**src/rtl/presel_pkg.sv**
```systemverilog
package presel_pkg;
  localparam int FIELD_W     = 4;
  localparam int NUM_REFS    = 5;
  localparam int HOLD_CODE   = 13;
  localparam int SYNC_STAGES = 2;
  localparam int REG_W       = 2 * FIELD_W;
  localparam int SEL_W       = NUM_REFS + 2;
  localparam int FREERUN_BIT = 0;
  localparam int HOLD_BIT    = SEL_W - 1;

  typedef enum logic {
    FIELD_A = 1'b0,
    FIELD_B = 1'b1
  } field_pick_e;
endpackage

```
**src/rtl/presel_rst_sync.sv**
```systemverilog
module presel_rst_sync #(
  parameter int STAGES = 2
) (
  input  logic clk,
  input  logic arst_n,
  output logic rst_n_o
);
  logic [STAGES-1:0] chain_q;
  logic [STAGES-1:0] chain_d;

  always_comb begin
    chain_d = {chain_q[STAGES-2:0], 1'b1};
  end

  always_ff @(posedge clk or negedge arst_n) begin
    if (!arst_n) chain_q <= '0;
    else         chain_q <= chain_d;
  end

  assign rst_n_o = chain_q[STAGES-1];
endmodule

```
**src/rtl/presel_pin_sync.sv**
```systemverilog
module presel_pin_sync #(
  parameter int STAGES = 2
) (
  input  logic clk,
  input  logic rst_n,
  input  logic pin_i,
  output logic pin_o
);
  logic [STAGES-1:0] sync_q;
  logic [STAGES-1:0] sync_d;

  always_comb begin
    sync_d = {sync_q[STAGES-2:0], pin_i};
  end

  always_ff @(posedge clk or negedge rst_n) begin
    if (!rst_n) sync_q <= '0;
    else        sync_q <= sync_d;
  end

  assign pin_o = sync_q[STAGES-1];
endmodule

```
**src/rtl/presel_reg.sv**
```systemverilog
module presel_reg #(
  parameter int W = 8
) (
  input  logic         clk,
  input  logic         rst_n,
  input  logic         wr_i,
  input  logic         gate_i,
  input  logic [W-1:0] data_i,
  output logic [W-1:0] q_o
);
  logic         load_en;
  logic [W-1:0] reg_q;
  logic [W-1:0] reg_d;

  always_comb begin
    load_en = wr_i & gate_i;
    reg_d   = load_en ? data_i : reg_q;
  end

  always_ff @(posedge clk or negedge rst_n) begin
    if (!rst_n) reg_q <= '0;
    else        reg_q <= reg_d;
  end

  assign q_o = reg_q;

  // a gated-in write lands on the next edge
  assert_write_taken_R2: assert property (@(posedge clk) disable iff (!rst_n)
    (wr_i && gate_i) |=> (q_o == $past(data_i)));

  // without the gate the contents do not move
  assert_write_blocked_R3: assert property (@(posedge clk) disable iff (!rst_n)
    !(wr_i && gate_i) |=> $stable(q_o));
endmodule

```
**src/rtl/presel_decode.sv**
```systemverilog
module presel_decode
  import presel_pkg::*;
(
  input  logic               clk,
  input  logic               rst_n,
  input  logic [FIELD_W-1:0] code_i,
  output logic [SEL_W-1:0]   sel_o,
  output logic               rsvd_o
);
  logic [SEL_W-1:0] match;
  logic             code_ok;
  logic [SEL_W-1:0] sel_q;
  logic [SEL_W-1:0] sel_d;
  logic             rsvd_q;
  logic             rsvd_d;

  assign match[FREERUN_BIT] = (code_i == '0);
  assign match[HOLD_BIT]    = (code_i == FIELD_W'(HOLD_CODE));

  for (genvar g = 1; g <= NUM_REFS; g++) begin : g_ref_match
    assign match[g] = (code_i == FIELD_W'(g));
  end

  always_comb begin
    code_ok = |match;
    sel_d   = code_ok ? match : sel_q;
    rsvd_d  = ~code_ok;
  end

  always_ff @(posedge clk or negedge rst_n) begin
    if (!rst_n) begin
      sel_q  <= SEL_W'(1) << FREERUN_BIT;
      rsvd_q <= 1'b0;
    end else begin
      sel_q  <= sel_d;
      rsvd_q <= rsvd_d;
    end
  end

  assign sel_o  = sel_q;
  assign rsvd_o = rsvd_q;

  // exactly one request at every edge
  assert_onehot_R8: assert property (@(posedge clk) disable iff (!rst_n)
    ($countones(sel_o) == 1));

  // a reserved code keeps the earlier request
  assert_reserved_hold_R7: assert property (@(posedge clk) disable iff (!rst_n)
    rsvd_o |-> $stable(sel_o));

  // holdover code leads to the holdover request
  assert_hold_code_R6: assert property (@(posedge clk) disable iff (!rst_n)
    (code_i == FIELD_W'(HOLD_CODE)) |=> (sel_o[HOLD_BIT] && !rsvd_o));

  // code zero leads to free-run
  assert_freerun_code_R6: assert property (@(posedge clk) disable iff (!rst_n)
    (code_i == '0) |=> (sel_o[FREERUN_BIT] && !rsvd_o));
endmodule

```
**src/rtl/presel_top.sv**
```systemverilog
module presel_top
  import presel_pkg::*;
(
  input  logic             clk,
  input  logic             arst_n,
  input  logic             cfg_we,
  input  logic [REG_W-1:0] cfg_wdata,
  input  logic             manual_mode_en,
  input  logic             src_sw,
  output logic [REG_W-1:0] cfg_rdata,
  output logic [SEL_W-1:0] sel_req,
  output logic             sel_reserved
);
  logic               rst_n;
  logic               sw_sync;
  logic [REG_W-1:0]   reg_q;
  logic [FIELD_W-1:0] active_code;
  field_pick_e        pick;

  presel_rst_sync #(.STAGES(2)) u_rst (
    .clk     (clk),
    .arst_n  (arst_n),
    .rst_n_o (rst_n)
  );

  presel_pin_sync #(.STAGES(SYNC_STAGES)) u_sw (
    .clk   (clk),
    .rst_n (rst_n),
    .pin_i (src_sw),
    .pin_o (sw_sync)
  );

  presel_reg #(.W(REG_W)) u_reg (
    .clk    (clk),
    .rst_n  (rst_n),
    .wr_i   (cfg_we),
    .gate_i (manual_mode_en),
    .data_i (cfg_wdata),
    .q_o    (reg_q)
  );

  always_comb begin
    pick = field_pick_e'(sw_sync);
    unique case (pick)
      FIELD_A: active_code = reg_q[FIELD_W-1:0];
      FIELD_B: active_code = reg_q[REG_W-1:FIELD_W];
      default: active_code = reg_q[FIELD_W-1:0];
    endcase
  end

  presel_decode u_dec (
    .clk    (clk),
    .rst_n  (rst_n),
    .code_i (active_code),
    .sel_o  (sel_req),
    .rsvd_o (sel_reserved)
  );

  assign cfg_rdata = reg_q;

  // the field chosen by the synchronized pin drives a stable decode
  assert_field_pick_R4: assert property (@(posedge clk) disable iff (!rst_n)
    ($stable(sw_sync) && $stable(reg_q) && !sel_reserved) |=> $stable(sel_req));
endmodule

```
**config.mk**
```make
export PLATFORM = sky130hd
export DESIGN_NAME = presel_top
export DESIGN_NICKNAME = d
export VERILOG_FILES = /design/src/rtl/presel_pkg.sv /design/src/rtl/presel_rst_sync.sv /design/src/rtl/presel_pin_sync.sv /design/src/rtl/presel_reg.sv /design/src/rtl/presel_decode.sv /design/src/rtl/presel_top.sv
export SDC_FILE = /design/constraint.sdc
export NUM_CORES = 1
export LEC_CHECK = 0
export BUFFER_PORTS_ARGS = -buffer_cell sky130_fd_sc_hd__buf_2
export CORE_MARGIN = 10
export CORE_UTILIZATION = 28
export CTS_BUF_LIST = sky130_fd_sc_hd__clkbuf_16
export CTS_CLUSTER_DIAMETER = 120
export DETAILED_ROUTE_END_ITERATION = 8
export PLACE_DENSITY = 0.62
export SLEW_MARGIN = 10
export SYNTH_ARGS = -nofsm -noshare
export SYNTH_HDL_FRONTEND = slang
export SYNTH_SLANG_ARGS = --single-unit
```
**constraint.sdc**
```tcl
create_clock -name clk -period 1.6 [get_ports clk]
set_clock_uncertainty 0.15 [all_clocks]
set_input_delay 0.08 -clock clk [delete_from_list [all_inputs] [get_ports clk]]
set_output_delay 0.08 -clock clk [all_outputs]
set_load 0.01 [all_outputs]
```
==> summary.txt <==
share of post-route cells with drive strength above 1 -> 0.515
fin worst setup slack -> 0.0707 ns
syn_nets -> 66
count of routing violations after the opening detailed-route iteration -> 8
areal power density over the cells -> 1280 mW/mm2
post-route cell area -> 0.00122 mm2
Fmax achieved -> 0.654 GHz
drt total wl -> 1840 um
unrepaired setup endpoints after global routing -> false
crit path max fanout -> 6
number of inserted diodes -> 0
standard cell core area -> 0.00278 mm2
pins over their slew limit -> 0
critical path startpoint category -> register
number of placed cells counting well taps -> 115
number of register bits inferred by synthesis -> 20
count of non-filler cells in the finished layout -> 132
run status -> finished, final reports clean
number of enable flip-flop cells after synthesis -> 0
max-cap check violation count -> 0
initial antenna violation count -> 0
area after detailed placement -> 0.00101 mm2
critical path cell sequence -> buf_4 > mux2i_4 > o22ai_2 > a22o_1
largest cells by area after synthesis -> dfrtp_1, mux2_2, mux2i_4, dfstp_2, a22o_1
post-synthesis instance total -> 53
Die W -> 74.0 um
final setup TNS -> 0 ns
total global routing track utilization -> 0.0679
worst hold path type -> register to asynchronous set/reset pin
clock tree from TritonCTS -> done
WP buf/inv -> 1
pre-CTS worst setup slack -> 0.0585 ns
wire length of the first global-routing pass -> 2930 um
dominant cell by count in the synthesized netlist -> dfrtp_1
Design Power -> 1.55 mW
Inserted Clock Buffers -> 3
post-layout net count -> 115
number of warnings printed during yosys synthesis -> 0
TritonCTS Sinks -> 20
final routed DRC violation total -> 0
floorplan row count -> 19
source-to-sink clock delay at the later pin of the worst-skew pair -> 0.25 ns
num ports -> 29
endpoint type of the worst setup path -> register
portion of total power attributed to combinational logic -> 0.248
switching part of the total -> 0.275
maximum level of the CTS H-tree -> 1
sequential cell area fraction in the yosys report -> 0.614
Cell Area, Synth -> 817 um2
number of antenna-violating nets in the routed design -> 0
Starting Density -> 0.294
standby leakage power -> 0.578 nW
area share of the largest cell type after synthesis -> 0.582
Avg Synthesized Cell Area -> 15.4 um2
cell internal power dissipation -> 1.13 mW
final setup violation count -> 0
Slowest cell on crit path -> dfrtp_1
Unique masters post-synth -> 19
share of synthesized flip-flops with an asynchronous set or reset -> 1.00
kind of cell adding the most delay to the critical path -> compound AO/OA/AOI/OAI gates
net switching power of the design -> 427 uW
detail-routed net length per standard cell -> 13.9 um
per-cell via count in the routed design -> 4.36
maximum number of pins on one net before global-route repair -> 19
Seq pwr share -> 0.425
total die area -> 0.00548 mm2
total via count in the routed design -> 575
detailed placement HPWL -> 1350 um
start-to-end type of the worst setup path -> register to register
Top FF cell, synth -> dfrtp_1
overall overflow remaining after global route -> 0
area overhead of the layout relative to synthesis -> 49.2%
arrival time at the worst endpoint -> 1.51 ns
worst stage delay on the critical path -> 0.34 ns
chip height -> 74.0 um
shortest clock period the worst path allows after layout -> 1.53 ns
cts repair resizes -> 0
clock network power share -> 0.327
Worst Path Required -> 1.59 ns
maximum resistive drop on vdd -> 675 uV
vias in the first global route -> 643
Placer Congestion -> 0.783
clock input transition at the sequential cells of the worst setup and hold paths -> 0.05 ns
Util after Layout -> 0.438
count of buffers from port buffering -> 28
part of the cycle the worst path needs -> 0.956
cell chosen for the clock root -> clkbuf_16
Synth area leader -> dfrtp_1
iteration count of the initial detailed-routing pass -> 4
Hold Fails Final Rpt -> 0
most instantiated cells after synthesis -> dfrtp_1, mux2_2, mux2i_4, nand2_1
WHS -> 0.0418 ns
Clock Tree Buf Depth -> 2
-- cell families after synthesis --
group | Yosys count | synth area share
flip-flops | 20 | 0.614
multiplexers | 12 | 0.221
AO/OA/AOI/OAI | 10 | 0.0980
AND/OR/NAND/NOR | 9 | 0.0490
buffers and inverters | 1 | 0.0138
other | 1 | 0.00459
-- power by group through the flow --
| stage | Clock, mW | Combinational [mW] | Sequential (mW) |
|---|---|---|---|
| after floorplan | 0 | 0.165 | 0.711 |
| after global placement | 0 | 0.349 | 0.671 |
| after detailed placement | 0 | 0.357 | 0.670 |
| after CTS | 0.518 | 0.379 | 0.662 |
| after global routing | 0.539 | 0.425 | 0.674 |
| final | 0.509 | 0.385 | 0.660 |
-- metal layers --
layer  vias up  wire (um)  GRT usage
met4         0          0     0.0186
met5         -          0          0
met1       265        812     0.0788
met3         0        210     0.0439
met2        25        815      0.101
li1        285          -          -
-- timing repair --
item	CTS	global route
hold buffers	11	0
setup endpoints to repair	0	3
setup buffers	0	2
hold endpoints to repair	11	0
-- placed cells by master, fill, tap and decap left out, drive strengths merged --
| cell type | synthesis | layout |
|---|---|---|
| buf | 1 | 34 |
| dfrtp | 19 | 19 |
| dlygate4sd3 | 0 | 11 |
| mux2 | 8 | 8 |
| mux2i | 4 | 4 |
| nand2 | 4 | 4 |
| clkbuf | 0 | 3 |
| nor2 | 3 | 3 |
| a22o | 2 | 2 |
| o2bb2ai | 2 | 2 |
| o22ai | 1 | 1 |
| nor3 | 1 | 1 |
| a21o | 1 | 1 |
| nand2b | 1 | 1 |
| o21ai | 1 | 1 |
| o31ai | 1 | 1 |
| a21oi | 1 | 1 |
| a211oi | 1 | 1 |
| clkinv | 0 | 1 |
| dfstp | 1 | 1 |
| conb | 1 | 1 |
-- flip-flops by register name, indices dropped and copies added (netlist names) --
register and cells:
u_rst.chain_q 2, u_sw.sync_q 2, u_dec.rsvd_o 1, u_reg.q_o 8
u_dec.sel_o 7
-- path summary, 6_finish.rpt --
path                       depth (start not counted)  slack (ns)             start                to
max reg2reg                                        4        0.07    u_sw.sync_q[1]    u_dec.sel_o[5]
max                                                4        0.07    u_sw.sync_q[1]    u_dec.sel_o[5]
min                                                1        0.04  u_rst.chain_q[1]    u_dec.sel_o[3]
min in group clk                                   0        0.20  u_rst.chain_q[0]  u_rst.chain_q[1]
min reg2reg                                        1        0.04  u_rst.chain_q[1]    u_dec.sel_o[3]
max in group asynchronous                          3        0.66            arst_n  u_rst.chain_q[1]
-- worst reg2reg max path, delay by kind of cell, from the launching register on --
family,cells,cell delay [ns]
AO/OA/AOI/OAI,2,0.44
buffers and inverters,1,0.17
flip-flops,1,0.34
multiplexers,1,0.32
-- cell type report --
| class | instances | area (um2) |
|---|---|---|
| Timing Repair Buffer | 45 | 295 |
| Tap cell | 31 | 38.8 |
| Fill cell | 251 | 1560 |
| Sequential cell | 20 | 502 |
| Clock inverter | 1 | 3.75 |
| Multi-Input combinational cell | 32 | 304 |
| Clock buffer | 3 | 75.1 |
Power figures use the tool's default switching activity.
